--- src/rtl/requant_pkg.sv ---
package requant_pkg;
  typedef enum logic {ACT_LINEAR = 1'b0, ACT_RELU = 1'b1} act_mode_e;

  localparam int DEF_ACC_W     = 41;
  localparam int DEF_MULT_W    = 16;
  localparam int DEF_SHIFT_W   = 6;
  localparam int DEF_OUT_W     = 16;
  localparam int DEF_SHIFT_MAX = 56;
endpackage

--- src/rtl/requant_cfg.sv ---
module requant_cfg
  import requant_pkg::*;
#(
  parameter int MULT_W    = DEF_MULT_W,
  parameter int SHIFT_W   = DEF_SHIFT_W,
  parameter int SHIFT_MAX = DEF_SHIFT_MAX
) (
  input  logic               clk,
  input  logic               rst_n,
  input  logic               we,
  input  logic               busy,
  input  logic [MULT_W-1:0]  mult_in,
  input  logic [SHIFT_W-1:0] shift_in,
  input  logic               relu_in,
  output logic [MULT_W-1:0]  mult_q,
  output logic [SHIFT_W-1:0] shift_q,
  output act_mode_e          mode_q
);
  localparam logic [SHIFT_W-1:0] SHIFT_CAP = SHIFT_W'(SHIFT_MAX);

  always_ff @(posedge clk) begin
    if (!rst_n) begin
      mult_q  <= MULT_W'(1);
      shift_q <= '0;
      mode_q  <= ACT_LINEAR;
    end else if (we && !busy) begin
      mult_q  <= mult_in;
      shift_q <= (shift_in > SHIFT_CAP) ? SHIFT_CAP : shift_in;
      mode_q  <= relu_in ? ACT_RELU : ACT_LINEAR;
    end
  end

  AST_CFG_FROZEN: assert property (@(posedge clk) disable iff (!rst_n)
    busy |=> ($stable(mult_q) && $stable(shift_q) && $stable(mode_q)));

  AST_SHIFT_CAPPED: assert property (@(posedge clk) disable iff (!rst_n)
    shift_q <= SHIFT_CAP);
endmodule

--- src/rtl/requant_mul.sv ---
module requant_mul
  import requant_pkg::*;
#(
  parameter int ACC_W  = DEF_ACC_W,
  parameter int MULT_W = DEF_MULT_W,
  localparam int PROD_W = ACC_W + MULT_W + 1
) (
  input  logic                     clk,
  input  logic                     rst_n,
  input  logic                     adv,
  input  logic                     in_valid,
  input  logic signed [ACC_W-1:0]  acc,
  input  logic [MULT_W-1:0]        mult,
  output logic                     v_q,
  output logic signed [PROD_W-1:0] prod_q
);
  logic signed [MULT_W:0]   mult_s;
  logic signed [PROD_W-1:0] prod_d;

  always_comb begin
    mult_s = {1'b0, mult};
    prod_d = acc * mult_s;
  end

  always_ff @(posedge clk) begin
    if (!rst_n) begin
      v_q    <= 1'b0;
      prod_q <= '0;
    end else if (adv) begin
      v_q    <= in_valid;
      prod_q <= prod_d;
    end
  end
endmodule

--- src/rtl/requant_round.sv ---
module requant_round
  import requant_pkg::*;
#(
  parameter int W       = DEF_ACC_W + DEF_MULT_W + 1,
  parameter int SHIFT_W = DEF_SHIFT_W
) (
  input  logic                clk,
  input  logic                rst_n,
  input  logic                adv,
  input  logic                v_in,
  input  logic signed [W-1:0] prod,
  input  logic [SHIFT_W-1:0]  shift,
  output logic                v_q,
  output logic signed [W-1:0] val_q
);
  logic signed [W-1:0] bias;
  logic signed [W-1:0] biased;
  logic signed [W-1:0] shifted;

  always_comb begin
    if (shift == '0) bias = '0;
    else             bias = W'(1) << (shift - SHIFT_W'(1));
    biased  = prod + bias;
    shifted = biased >>> shift;
  end

  always_ff @(posedge clk) begin
    if (!rst_n) begin
      v_q   <= 1'b0;
      val_q <= '0;
    end else if (adv) begin
      v_q   <= v_in;
      val_q <= shifted;
    end
  end
endmodule

--- src/rtl/requant_sat.sv ---
module requant_sat
  import requant_pkg::*;
#(
  parameter int W     = DEF_ACC_W + DEF_MULT_W + 1,
  parameter int OUT_W = DEF_OUT_W
) (
  input  logic                    clk,
  input  logic                    rst_n,
  input  logic                    adv,
  input  logic                    v_in,
  input  logic signed [W-1:0]     val,
  input  act_mode_e               mode,
  output logic                    v_q,
  output logic signed [OUT_W-1:0] res_q
);
  localparam logic signed [W-1:0] POS_LIM = (W'(1) << (OUT_W - 1)) - W'(1);
  localparam logic signed [W-1:0] NEG_LIM = ~POS_LIM;

  logic signed [OUT_W-1:0] res_d;

  always_comb begin
    if (mode == ACT_RELU && val < 0) res_d = '0;
    else if (val > POS_LIM)          res_d = POS_LIM[OUT_W-1:0];
    else if (val < NEG_LIM)          res_d = NEG_LIM[OUT_W-1:0];
    else                             res_d = val[OUT_W-1:0];
  end

  always_ff @(posedge clk) begin
    if (!rst_n) begin
      v_q   <= 1'b0;
      res_q <= '0;
    end else if (adv) begin
      v_q   <= v_in;
      res_q <= res_d;
    end
  end

  AST_RELU_NONNEG: assert property (@(posedge clk) disable iff (!rst_n)
    (v_q && mode == ACT_RELU) |-> !res_q[OUT_W-1]);

  AST_SIGN_KEPT: assert property (@(posedge clk) disable iff (!rst_n)
    (adv && v_in && val >= 0) |=> !res_q[OUT_W-1]);
endmodule

--- src/rtl/requant_unit.sv ---
module requant_unit
  import requant_pkg::*;
#(
  parameter int ACC_W     = DEF_ACC_W,
  parameter int MULT_W    = DEF_MULT_W,
  parameter int SHIFT_W   = DEF_SHIFT_W,
  parameter int OUT_W     = DEF_OUT_W,
  parameter int SHIFT_MAX = DEF_SHIFT_MAX
) (
  input  logic               clk,
  input  logic               rst_n,
  input  logic               cfg_we,
  input  logic [MULT_W-1:0]  cfg_mult,
  input  logic [SHIFT_W-1:0] cfg_shift,
  input  logic               cfg_relu,
  input  logic               in_valid,
  output logic               in_ready,
  input  logic [ACC_W-1:0]   in_acc,
  output logic               out_valid,
  input  logic               out_ready,
  output logic [OUT_W-1:0]   out_data
);
  localparam int PROD_W = ACC_W + MULT_W + 1;

  logic [MULT_W-1:0]        mult_q;
  logic [SHIFT_W-1:0]       shift_q;
  act_mode_e                mode_q;
  logic                     adv, busy;
  logic                     v1, v2, v3;
  logic signed [PROD_W-1:0] prod1, val2;
  logic signed [OUT_W-1:0]  res3;

  assign adv      = !v3 || out_ready;
  assign in_ready = adv;
  assign busy     = v1 || v2 || v3 || in_valid;

  requant_cfg #(.MULT_W(MULT_W), .SHIFT_W(SHIFT_W), .SHIFT_MAX(SHIFT_MAX)) u_cfg (
    .clk(clk), .rst_n(rst_n), .we(cfg_we), .busy(busy),
    .mult_in(cfg_mult), .shift_in(cfg_shift), .relu_in(cfg_relu),
    .mult_q(mult_q), .shift_q(shift_q), .mode_q(mode_q)
  );

  requant_mul #(.ACC_W(ACC_W), .MULT_W(MULT_W)) u_mul (
    .clk(clk), .rst_n(rst_n), .adv(adv), .in_valid(in_valid),
    .acc(signed'(in_acc)), .mult(mult_q), .v_q(v1), .prod_q(prod1)
  );

  requant_round #(.W(PROD_W), .SHIFT_W(SHIFT_W)) u_round (
    .clk(clk), .rst_n(rst_n), .adv(adv), .v_in(v1), .prod(prod1),
    .shift(shift_q), .v_q(v2), .val_q(val2)
  );

  requant_sat #(.W(PROD_W), .OUT_W(OUT_W)) u_sat (
    .clk(clk), .rst_n(rst_n), .adv(adv), .v_in(v2), .val(val2),
    .mode(mode_q), .v_q(v3), .res_q(res3)
  );

  assign out_valid = v3;
  assign out_data  = res3;

  AST_OUT_HOLD: assert property (@(posedge clk) disable iff (!rst_n)
    (out_valid && !out_ready) |=> (out_valid && $stable(out_data)));

  AST_READY_FREE: assert property (@(posedge clk) disable iff (!rst_n)
    !out_valid |-> in_ready);
endmodule

--- config.mk ---
export PLATFORM = sky130hd
export DESIGN_NAME = requant_unit
export DESIGN_NICKNAME = d
export VERILOG_FILES = /design/src/rtl/requant_pkg.sv /design/src/rtl/requant_cfg.sv /design/src/rtl/requant_mul.sv /design/src/rtl/requant_round.sv /design/src/rtl/requant_sat.sv /design/src/rtl/requant_unit.sv
export SDC_FILE = /design/constraint.sdc
export NUM_CORES = 2
export LEC_CHECK = 0
export ABC_AREA = 1
export CORE_UTILIZATION = 60
export DETAILED_ROUTE_END_ITERATION = 16
export PLACE_DENSITY = 0.86
export REMOVE_ABC_BUFFERS = 1
export SYNTH_ARGS = -nofsm -noshare
export SYNTH_HDL_FRONTEND = slang
export SYNTH_SLANG_ARGS = --single-unit
--- constraint.sdc ---
create_clock -name clk -period 6.4 [get_ports clk]
set_input_delay 0.64 -clock clk [delete_from_list [all_inputs] [get_ports clk]]
set_output_delay 0.64 -clock clk [all_outputs]
set_load 0.05 [all_outputs]
==> qor.yml <==
route:
  drc: 0
  dr.first_iter.drc_count: 4920
  wl_per_cell_um: 19.30
  num_vias: 39810
  ant_nets: 0
  routed_wl_um: 133400
  viasPerCell: 5.761
  firstDrtPassIters: 9
final_layout:
  layout-drive-gt1-share_pct: 10.83
  fill_cells: 4786
  utilization_pct: 70.28
  area_growth_pct: 15.02
  stdcell_area_um2: 44580
  final_cells: 6911
  nets: 6928
  mostFrequentLayoutCell: "nand2_1"
  layout_common_cells: "nand2_1, inv_1, fa_1"
placed_design:
  post-dp-hpwl_um: 97470
  placed_cell_area_um2: 42540
  dp.cells: 6832
  port_buffers: 86
  gp_congestion: 1.039
clocking:
  cts_buffers: 17
  path_clk_slew_ns: 0.08
  clockBufferDepth: 2
  tritoncts: "done"
  clk_latency_ns: 0.48
  htreeDepth: 4
  ctsHoldBuffers: 0
  clock_sinks: 158
  root_buffer: "clkbuf_16"
power_and_ir_drop:
  p_leak_nw: 25.48
  p_total_w: 0.01070
  p_per_area_nw_per_um2: 240.1
  ir_drop_mv: 0.2079
floorplanning:
  die-area_um2: 65610
  fp.dieW_um: 256.2
  core_um2: 63430
  start_util_pct: 61.10
  die_height_um: 256.2
  pin_count: 87
  rows: 92
logic_synthesis:
  synthTopCellsByArea: "fa_1, nand2_1, inv_1, dfxtp_1, ha_1"
  yosysTopAreaCell: "fa_1"
  synth-warning-count: 0
  synth-seq-cells: 158
  ys_seq_area_share_pct: 8.161
  yosysTopAreaCellShare_pct: 31.82
  syn_inst: 5846
  synth_area_um2: 38760
  synth_cell_types: 56
  avgSynthCellArea_um2: 6.629
setup_path:
  reg2reg_to: "u_mul.prod_q[56]$_SDFFE_PN0P_"
  critPathKind: "reg -> reg"
  crit_required_ns: 6.77
  crit_arrival_ns: 7.08
  rrSetupSlack_ns: -0.31
  worstSetupEndpointType: "register"
  ff2ff_path_depth: 24
  critical_path.startpoint_type: "register"
  worstPathMaxFanout: 42
  reg2reg_from: "u_cfg.mult_q[13]$_SDFFE_PN0P_"
sta:
  post-route-period-util_pct: 104.9
  slew_headroom_pct: 19.84
  fin_crit_ns: 6.714
  fin_worst_skew_ns: 0.02475
  tns_ns: -1.181
  tightestPinTransition_ns: 1.202
  setup_viol: 11
  rsz0062_at_grt: "true"
  final-hold-violation-count: 0
  final_max_slew_viol_count: 0
  fmax_ghz: 0.1489
  setup_slack_ns: -0.3139
status:
  outcome: "complete, but fails checks"
  violations: "negative setup slack"
hold_path:
  hold_end: "u_sat.res_q[13]$_SDFFE_PN0P_"
  holdCritStartpoint: "u_sat.res_q[13]$_SDFFE_PN0P_"
  min_path_type: "reg -> reg"
  min_path_cells: 2
run:
  drv_cap: 0
grt:
  grt_max_degree: 113
  antenna_found_initial: 1
  first_global_vias: 38630
  grt_util_all_layers_pct: 37.34
  grt_first_pass_wirelength_um: 196100
  grt_overflow: 0
[stage by stage]
step | worst slack, ns | hold WS (ns)
2_1_floorplan | -0.1585 | 0.4438
3_3_place_gp | -0.6139 | 0.4523
3_5_place_dp | -0.6171 | 0.4582
4_1_cts | -0.02346 | 0.4713
5_1_grt | -0.4864 | 0.4984
6_report | -0.3139 | 0.4710
[kinds of logic (layout without fill, tap and decap cells)]
logic type | Yosys count | in the layout | synth area share, %
simple gates | 2501 | 2501 | 26.92
buf+inv | 1734 | 1952 | 16.92
fa+ha+maj | 808 | 808 | 38.02
compound gates | 578 | 578 | 8.436
flops | 158 | 158 | 8.161
xor+xnor | 65 | 65 | 1.488
mux | 2 | 2 | 0.05166
other cells | 0 | 1 | 0
[Yosys cell counts (all sizes together)]
library cell	instances
o311ai	1
o211ai	40
clkinv	5
a21boi	2
a21o	7
dfxtp	158
nor2	265
nor4	20
and3	3
nor3	25
nor3b	4
a31o	2
o221ai	7
o31ai	3
xor2	32
clkbuf	230
buf	61
nand4	35
inv	1438
a211o	1
o41ai	1
a41o	1
nor4b	1
mux2i	2
and2	2
nand2	1691
a211oi	4
o21ai	195
o21a	5
o21bai	48
nand3b	2
nand3	444
xnor2	33
or2	9
a21oi	231
ha	192
fa	616
a31oi	30
[power breakdown]
| part | internal (W) | switching (W) |
|---|---|---|
| logic | 0.00334 | 0.00485 |
| clock network | 0.000531 | 0.000551 |
| registers | 0.00124 | 0.000192 |
[state kept, by name (all words and copies together) (netlist names)]
register       count
u_cfg.mode_q       1
u_cfg.mult_q      16
u_cfg.shift_q      6
u_mul.v_q          1
u_sat.v_q          1
u_mul.prod_q      58
u_round.v_q        1
u_round.val_q     58
u_sat.res_q       16
[what timing repair did]
| action | in CTS | in global routing |
|---|---|---|
| pin swaps | 1 | 73 |
| gates resized for setup | 15 | 197 |
| gates cloned | 0 | 15 |
| buffers inserted | 0 | 31 |
| endpoints found under the setup margin | 13 | 36 |
[worst max-delay path by stage]
stage | from | to | slack, ns | cells past startpoint
floorplan | u_sat.v_q$_SDFFE_PN0P_ | u_round.val_q[25]$_SDFFE_PN0P_ | -0.16 | 6
global placement | in_acc[7] | u_mul.prod_q[32]$_SDFFE_PN0P_ | -0.61 | 25
detailed placement | in_acc[10] | u_mul.prod_q[32]$_SDFFE_PN0P_ | -0.62 | 26
CTS | in_acc[10] | u_mul.prod_q[57]$_SDFFE_PN0P_ | -0.02 | 30
global route | u_cfg.mult_q[13]$_SDFFE_PN0P_ | u_mul.prod_q[56]$_SDFFE_PN0P_ | -0.49 | 24
finish | u_cfg.mult_q[13]$_SDFFE_PN0P_ | u_mul.prod_q[56]$_SDFFE_PN0P_ | -0.31 | 24
[metal layers]
metal	up-vias	global-route usage, %	routed length [µm]
met2	2717	60.39	59750
met1	18560	48.79	48500
met4	0	16.05	8218
met5	-	0	0
li1	17800	-	-
met3	745	7.259	16910
[critical path: stages (launching register included)]
cell and delay, ns:
dfxtp_1 0.36, buf_12 0.24, nand2_1 0.33, fa_1 0.63
inv_1 0.07, fa_1 0.48, fa_1 0.52, fa_1 0.46
fa_1 0.53, inv_1 0.06, fa_1 0.49, inv_1 0.06
ha_1 0.31, a21oi_1 0.20, inv_1 0.13, a31oi_2 0.20
o21ai_0 0.13, a21oi_1 0.29, nand3_2 0.18, a21o_4 0.26
a21oi_4 0.17, o21ai_1 0.09, xor2_1 0.14, o21bai_1 0.16
inv_1 0.07
[area by class of cell]
class                      instances  area [µm²]  area share [%]
antenna                            1       2.502        0.005614
clock buffer                      17       425.4          0.9544
clock inverter                    15       190.2          0.4267
tap                              846        1059           2.375
timing repair buffer             477        4538           10.18
inverter                        1443        5418           12.15
multi-input combinational       3954       29760           66.76
sequential                       158        3186           7.146
Power figures use the tool's default switching activity.
